$ cat src/rtl/vfa_pkg.sv
package vfa_pkg;

  typedef struct packed {
    logic inv;
    logic mask_mode;
    logic zsrch;
  } vfa_flags_t;

  // Flag positions are fixed by the control word layout: 3, 2, 1.
  function automatic vfa_flags_t decode_flags(input logic [3:1] c);
    vfa_flags_t f;
    f.inv       = c[3];
    f.mask_mode = c[2];
    f.zsrch     = c[1];
    return f;
  endfunction

  // Four-way outcome code from the two byte positions; none marks absence.
  function automatic logic [1:0] cc_of(input int hit, input int zero, input int none);
    if (hit == none && zero == none) return 2'd3;
    if (zero == none)                return 2'd1;
    if (hit < zero)                  return 2'd2;
    return 2'd0;
  endfunction

endpackage

$ cat src/rtl/vfa_elem_cmp.sv
module vfa_elem_cmp #(
  parameter int VEC_BYTES = 16,
  parameter int EB = 1,
  localparam int NE = VEC_BYTES / EB,
  localparam int EW = EB * 8,
  localparam int VW = VEC_BYTES * 8
) (
  input  logic [VW-1:0] a,
  input  logic [VW-1:0] b,
  output logic [NE-1:0] hit,
  output logic [NE-1:0] zero
);
  // Element i occupies the i-th EW-bit slot counted from the top.
  for (genvar gi = 0; gi < NE; gi++) begin : g_row
    logic [EW-1:0] ea;
    logic [NE-1:0] eq_row;
    assign ea = a[VW-1-gi*EW -: EW];
    for (genvar gj = 0; gj < NE; gj++) begin : g_col
      assign eq_row[gj] = (ea == b[VW-1-gj*EW -: EW]);
    end
    assign hit[gi]  = |eq_row;
    assign zero[gi] = (ea == '0);
  end
endmodule

$ cat src/rtl/vfa_first.sv
module vfa_first #(
  parameter int N = 16,
  parameter int IW = $clog2(N + 1)
) (
  input  logic [N-1:0]  vec,
  output logic [IW-1:0] idx
);
  // Lowest set position wins; N when nothing is set.
  always_comb begin
    idx = IW'(N);
    for (int i = N - 1; i >= 0; i--) begin
      if (vec[i]) idx = IW'(i);
    end
  end
endmodule

$ cat src/rtl/vec_any_eq_search.sv
module vec_any_eq_search
  import vfa_pkg::*;
#(
  parameter int VEC_BYTES = 16
) (
  input  logic                   clk,
  input  logic                   rst,
  input  logic                   in_valid,
  input  logic [1:0]             es,
  input  logic [3:1]             ctrl,
  input  logic [VEC_BYTES*8-1:0] opa,
  input  logic [VEC_BYTES*8-1:0] opb,
  output logic                   out_valid,
  output logic [VEC_BYTES*8-1:0] result,
  output logic [1:0]             cc,
  output logic                   es_err
);
  localparam int VW   = VEC_BYTES * 8;
  localparam int HALF = VW / 2;
  localparam int IW   = $clog2(VEC_BYTES + 1);
  localparam int NSZ  = 3;

  vfa_flags_t flags;
  assign flags = decode_flags(ctrl);

  logic [IW-1:0] hit_byte  [4];
  logic [IW-1:0] zero_byte [4];
  logic [VW-1:0] mask_v    [4];

  // One comparison array per legal element size.
  for (genvar k = 0; k < NSZ; k++) begin : g_size
    localparam int EB  = 1 << k;
    localparam int EW  = EB * 8;
    localparam int NE  = VEC_BYTES / EB;
    localparam int EIW = $clog2(NE + 1);
    logic [NE-1:0]  raw_hit, hit, zero, zero_used;
    logic [EIW-1:0] fh, fz;
    logic [VW-1:0]  m;

    vfa_elem_cmp #(.VEC_BYTES(VEC_BYTES), .EB(EB)) u_cmp (
      .a(opa), .b(opb), .hit(raw_hit), .zero(zero)
    );
    assign hit       = flags.inv ? ~raw_hit : raw_hit;
    assign zero_used = flags.zsrch ? zero : '0;

    vfa_first #(.N(NE), .IW(EIW)) u_fh (.vec(hit),       .idx(fh));
    vfa_first #(.N(NE), .IW(EIW)) u_fz (.vec(zero_used), .idx(fz));

    // Element index times element bytes; the "none" value NE maps to VEC_BYTES.
    assign hit_byte[k]  = IW'(fh) << k;
    assign zero_byte[k] = IW'(fz) << k;

    for (genvar gi = 0; gi < NE; gi++) begin : g_mask
      assign m[VW-1-gi*EW -: EW] = {EW{hit[gi]}};
    end
    assign mask_v[k] = m;
  end
  assign hit_byte[3]  = IW'(VEC_BYTES);
  assign zero_byte[3] = IW'(VEC_BYTES);
  assign mask_v[3]    = '0;

  // Named events used by the assertions below.
  logic          err_in;
  logic [IW-1:0] hit_first, zero_first, first_evt;
  logic [1:0]    next_cc;
  logic [VW-1:0] next_res;

  assign err_in     = (es == 2'd3);
  assign hit_first  = hit_byte[es];
  assign zero_first = zero_byte[es];
  assign first_evt  = (hit_first < zero_first) ? hit_first : zero_first;

  always_comb begin
    if (err_in) begin
      next_cc  = 2'd3;
      next_res = '0;
    end else begin
      next_cc  = cc_of(int'(hit_first), int'(zero_first), VEC_BYTES);
      next_res = flags.mask_mode ? mask_v[es] : {HALF'(first_evt), HALF'(0)};
    end
  end

  logic mode_q;
  always_ff @(posedge clk) begin
    if (rst) begin
      out_valid <= 1'b0;
      result    <= '0;
      cc        <= 2'd0;
      es_err    <= 1'b0;
      mode_q    <= 1'b0;
    end else begin
      out_valid <= in_valid;
      if (in_valid) begin
        result <= next_res;
        cc     <= next_cc;
        es_err <= err_in;
        mode_q <= flags.mask_mode;
      end
    end
  end

  p_valid_rise_r9: assert property (@(posedge clk) disable iff (rst)
    in_valid |=> out_valid);
  p_valid_fall_r9: assert property (@(posedge clk) disable iff (rst)
    !in_valid |=> !out_valid);
  p_hold_r9: assert property (@(posedge clk) disable iff (rst)
    !in_valid |=> ($stable(result) && $stable(cc) && $stable(es_err)));
  p_illegal_size_r11: assert property (@(posedge clk) disable iff (rst)
    (in_valid && err_in) |=> (es_err && result == '0 && cc == 2'd3));
  p_index_shape_r2: assert property (@(posedge clk) disable iff (rst)
    (in_valid && !err_in && !flags.mask_mode) |=>
      (result[HALF-1:0] == '0 && result[VW-1:HALF] <= HALF'(VEC_BYTES)));
  p_none_code_r6: assert property (@(posedge clk) disable iff (rst)
    (out_valid && !es_err && !mode_q) |->
      ((cc == 2'd3) == (result[VW-1:HALF] == HALF'(VEC_BYTES))));
  p_zero_off_r5: assert property (@(posedge clk) disable iff (rst)
    (in_valid && !err_in && !flags.zsrch) |=> (cc == 2'd1 || cc == 2'd3));
endmodule

$ cat config.mk
export PLATFORM = sky130hd
export DESIGN_NAME = vec_any_eq_search
export DESIGN_NICKNAME = d
export VERILOG_FILES = /design/src/rtl/vfa_pkg.sv /design/src/rtl/vfa_elem_cmp.sv /design/src/rtl/vfa_first.sv /design/src/rtl/vec_any_eq_search.sv
export SDC_FILE = /design/constraint.sdc
export NUM_CORES = 2
export LEC_CHECK = 0
export BUFFER_PORTS_ARGS = -buffer_cell sky130_fd_sc_hd__buf_2
export CELL_PAD_IN_SITES_DETAIL_PLACEMENT = 1
export CELL_PAD_IN_SITES_GLOBAL_PLACEMENT = 2
export CORE_ASPECT_RATIO = 1.2
export CORE_MARGIN = 1.5
export CORE_UTILIZATION = 33
export CTS_CLUSTER_DIAMETER = 30
export CTS_CLUSTER_SIZE = 14
export DETAILED_ROUTE_END_ITERATION = 6
export PLACE_DENSITY = 0.89
export RECOVER_POWER = 25
export SYNTH_ARGS = -nofsm -noshare
export SYNTH_HDL_FRONTEND = slang
export SYNTH_SLANG_ARGS = --single-unit
$ cat constraint.sdc
create_clock -name clk -period 4.75 [get_ports clk]
set_input_delay 0.95 -clock clk [delete_from_list [all_inputs] [get_ports clk]]
set_output_delay 0.95 -clock clk [all_outputs]
set_load 0.02 [all_outputs]
==> impl_metrics.csv, run 1 <==
group,metric,value,unit
outcome,status,"stopped before the end",
outcome,lastStage,"5_1_grt",
outcome,first-error,"[ERROR GRT-0232] Routing congestion too high. Check the congestion heatmap in the GUI.",
place,place_hpwl,171000,um
place,place.gp.congestion,1.19,
sta,grt-worst-endpoint,"result[67]$_SDFFE_PP0P_/D",
sta,worst-ep-kind,"register data pin",
place,placedCellCount,6132,
cts,clockRootBuffer,"clkbuf_16",
logic_synthesis,syn_inst,3938,
cts,clk_path_buf_depth,2,
logic_synthesis,synth_fp_nets,4206,
logic_synthesis,synth_top_cell_by_area,"xor2_1",
global_routing,grt_max_degree,26,
logic_synthesis,ys_seq_area_share,1.64,%
logic_synthesis,synth_edf_count,0,
logic_synthesis,ys_ff_latch,25,
global_routing,track_usage,71.4,%
cts,clock-sinks,25,
cts,numCtsBuffers,3,
global_routing,gr-total-overflow,144,
logic_synthesis,syn_area_per_cell,7.73,um2
floorplan,floorplan.rows,121,
logic_synthesis,syn_area,30400,um2
cts,cts_max_level,1,
logic_synthesis,synth_flop_cell,"dfxtp_1",
floorplan,start_util,33.4,%
logic_synthesis,synth_area_leaders,"xor2_1 46%, xnor2_1 14%, buf_4 9.0%",
logic_synthesis,ys_types,70,
cts,hold_buffers,0,
floorplan,ios,396,
logic_synthesis,yosysTopAreaCellShare,45.7,%
floorplan,die_width,280,um
place,port_buffers,395,
logic_synthesis,async_reset_ff_share,0,%
logic_synthesis,ys_warn_count,0,
floorplan,die_h,336,um
routing by layer:
layer  global-route usage (%)  GRT overflow
met5                     52.4             0
met3                     64.0             7
met4                     66.1            58
met2                     85.3            71
met1                     68.4             8
cell usage after synthesis, drive strengths merged, types with 7 or more instances:
cell type,n
inv,8
nor2,78
o2111ai,29
a31oi,8
dfxtp,25
clkbuf,18
nand3,11
xor2,1589
buf,618
nand2,238
xnor2,490
nand4,156
nor3,9
o22ai,20
nor4,438
nor2b,7
a21oi,42
or4,26
o21ai,26
logic make-up after synthesis:
kind of cell / count (synthesis) / synth area share, %
AOI/OAI and AO/OA: 196 / 4.67
xor gates and xnor gates: 2079 / 59.8
adders and majority gates: 4 / 0.165
buffers and inverters: 644 / 15.7
DFF: 25 / 1.64
muxes: 1 / 0.0329
and+or+nand+nor: 989 / 17.9
timing repair:
item,in CTS
gates cloned,0
setup endpoints to repair,6
pin swaps,54
resized for setup,210
buffers inserted,22
stage by stage:
step	hold WS [ns]	setup TNS (ns)	setup slack (ns)	cell area [um2]
floorplan	0.545	0	0.00823	30500
global placement	0.454	-5.46	-1.02	40500
detailed placement	0.468	-6.95	-1.25	40500
CTS	0.479	-1.69	-0.361	41700
==> run 2, diff against run 1 <==
--- a/config.mk
+++ b/config.mk
@@ -6,15 +6,10 @@
 export NUM_CORES = 2
 export LEC_CHECK = 0
 export BUFFER_PORTS_ARGS = -buffer_cell sky130_fd_sc_hd__buf_2
-export CELL_PAD_IN_SITES_DETAIL_PLACEMENT = 1
-export CELL_PAD_IN_SITES_GLOBAL_PLACEMENT = 2
-export CORE_ASPECT_RATIO = 1.2
 export CORE_MARGIN = 1.5
-export CORE_UTILIZATION = 33
-export CTS_CLUSTER_DIAMETER = 30
-export CTS_CLUSTER_SIZE = 14
+export CORE_UTILIZATION = 35
 export DETAILED_ROUTE_END_ITERATION = 6
-export PLACE_DENSITY = 0.89
+export PLACE_DENSITY_LB_ADDON = 0.15
 export RECOVER_POWER = 25
 export SYNTH_ARGS = -nofsm -noshare
 export SYNTH_HDL_FRONTEND = slang
==> constraint.sdc (replaced) <==
create_clock -name clk -period 6.2 [get_ports clk]
set_input_delay 1.24 -clock clk [delete_from_list [all_inputs] [get_ports clk]]
set_output_delay 1.24 -clock clk [all_outputs]
set_load 0.02 [all_outputs]
==> impl_metrics.csv, run 2 <==
group,metric,value,unit
outcome,status,"complete, no violations",
layout,layout_common_cells,"1589 x xor2_1, 490 x xnor2_1, 435 x nor4_1",
cts,clk_path_buf_depth,2,
cts,clock-sinks,25,
setup_path,crit_path_max_fanout,11,
sta,finalCriticalPeriod,5.91,ns
route,via_count,31233,
setup_path,endpoint_kind,"register",
route,ant_nets,0,
floorplan,start_util,35.5,%
global_routing,grt_first_pass_wirelength,245000,um
layout,drive_gt1_share,19.0,%
sta,relSlewSlack,25.9,%
setup_path,cp_slowest_stage_delay,0.57,ns
logic_synthesis,syn_area,30400,um2
global_routing,grt_pass1_vias,29535,
pwr,p_per_area,96.1,nW/um2
cts,numCtsBuffers,3,
layout,largest_reg_flops,21,
logic_synthesis,ys_types,70,
flow_run,cap_viol_max_count,0,
global_routing,track_usage,38.7,%
layout,area_growth,9.02,%
pwr,p_leak,13.3,nW
logic_synthesis,syn_area_per_cell,7.73,um2
global_routing,gr-total-overflow,0,
logic_synthesis,synth_flop_cell,"dfxtp_1",
layout,top_regs,"result: 21 flops, cc: 2 flops",
logic_synthesis,synth.top_cells.by_count,"1589 x xor2_1, 490 x xnor2_1, 436 x nor4_1",
place,place_hpwl,133000,um
setup_path,arrival,6.08,ns
global_routing,grt_max_degree,25,
sta,setup_viol,0,
route,drt_iter0_markers,4306,
setup_path,r2r_slack,4.96,ns
floorplan,ios,396,
setup_path,crit_required,6.36,ns
layout,top_register,"result",
layout,stdcell_count,5249,
setup_path,start_kind,"input pin",
floorplan,floorplan.rows,107,
cts,clockRootBuffer,"clkbuf_16",
sta,hold_ws,0.468,ns
cts,cts_setup_buffers,0,
route,first_pass_iters,5,
cts,cts_resized,0,
logic_synthesis,synth_edf_count,0,
place,port_buffers,395,
sta,worst_slew_pin_slew,1.10,ns
floorplan,die_width,298,um
cts,cts_tree,"done",
logic_synthesis,yosysMostFrequentCell,"xor2_1",
global_routing,antenna_found_initial,1,
hold_path,hp-class,"reg2reg",
route,routed_wl,180000,um
sta,fin_crit_sh,95.4,%
sta,slew_viol_final,0,
cts,path_clk_slew,0.07,ns
route,wl_per_cell,34.3,um
logic_synthesis,ys_warn_count,0,
sta,finClkSkew,0,ns
sta,rsz0062_at_grt,"no",
route,drc,0,
route,vias_per_cell,5.95,
pwr,p_total,0.00319,W
place,placedCellCount,5244,
logic_synthesis,ys_seq_area_share,1.64,%
cts,cts_max_level,1,
setup_path,crit_chain,"buf_2 > buf_4 > xnor2_1 > nand4_1 > nor2_1 > or4_1 > nor4_1 > buf_4 > xnor2_1 > nor2_1 > o311ai_0 > a31o_2 > a22oi_1 > inv_1 > ha_1 > a21o_1 > a21o_1 > a21o_1 > a21oi_1 > buf_4 > o211ai_4 > a221o_1 > a22o_1",
setup_path,critPathKind,"in2reg",
logic_synthesis,ys_ff_latch,25,
cts,hold_buffers,0,
logic_synthesis,synth_top_cell_by_area,"xor2_1",
sta,finalHoldViolations,0,
layout,fin_nets,4373,
logic_synthesis,async_reset_ff_share,0,%
logic_synthesis,syn_inst,3938,
logic_synthesis,yosysTopAreaCellShare,45.7,%
floorplan,die_area,88700,um2
logic_synthesis,synth_fp_nets,4206,
layout,final_common_cell,"xor2_1",
logic_synthesis,synth_area_leaders,"xor2_1 46%, xnor2_1 14%, buf_4 9.0%",
place,place.gp.congestion,1.04,
floorplan,die_h,298,um
setup_path,cp_slowest_cell,"or4_1",
sta,max_clock_freq,169,MHz
floorplan,coreArea,85700,um2
cts,worstSkewPairLatency,0.26,ns
pwr,vdd_drop_max,0.000105,V
sta,tns,0,ns
-- run 2: cell counts after synthesis --
No cell type changed its count.
-- run 2: path summary, 6_finish.rpt --
kind | depth (start not counted) | endpoint | start
min reg2reg | 2 | es_err | es_err
min | 2 | es_err | es_err
max reg2reg | 4 | result[66] | result[66]
max | 23 | result[67] | opb[121]
-- run 2: cells by family after synthesis --
family	synth area share, %
flip-flops	1.64
buffers and inverters	15.7
multiplexers	0.0329
AND/OR/NAND/NOR	17.9
adder cells (fa/ha/maj)	0.165
XOR/XNOR	59.8
AO/OA/AOI/OAI	4.67
-- run 2: routing by layer --
layer,vias to the layer above,GRT usage [%],part of all wire (%)
li1,13220,-,-
met3,610,8.42,11
met5,-,0,0.0072
met4,2,23.9,7.5
met1,15063,50.6,40
met2,2338,57.4,41
-- run 2: worst max-delay path, delay by kind of cell --
kind / cells / cell delay [ns]
XOR/XNOR: 2 / 0.21
AND/OR/NAND/NOR: 5 / 1.26
adder cells (fa/ha/maj): 1 / 0.19
buffers and inverters: 5 / 1.16
AO/OA/AOI/OAI: 10 / 1.99
-- run 2: stage by stage --
step	area [um2]	worst slack, ns	util (%)
2_1_floorplan	30400	0.887	-
3_3_place_gp	33100	0.177	38.7
3_5_place_dp	33100	0.170	38.7
4_1_cts	33200	0.429	38.8
5_1_grt	33200	0.0656	38.7
6_report	33200	0.286	38.7
-- run 2: where the power goes --
part | total, W | leakage, nW | internal, W | switching [W]
Combinational | 0.00286 | 13.1 | 0.00105 | 0.00181
Clock | 0.000149 | 0.0371 | 0.0000878 | 0.0000617
Sequential | 0.000180 | 0.204 | 0.000169 | 0.0000109
-- run 2: cell type report --
| cell class | count | area (um2) |
|---|---|---|
| Sequential cell | 25 | 500 |
| Tap cell | 1144 | 1430 |
| Clock buffer | 3 | 75.1 |
| Clock inverter | 1 | 7.51 |
| Inverter | 8 | 30.0 |
| Antenna cell | 1 | 2.50 |
| Fill cell | 9093 | 52500 |
| Multi-Input combinational cell | 3269 | 25100 |
| Timing Repair Buffer | 798 | 5980 |
Note: power is estimated with default switching activity, not from simulation.
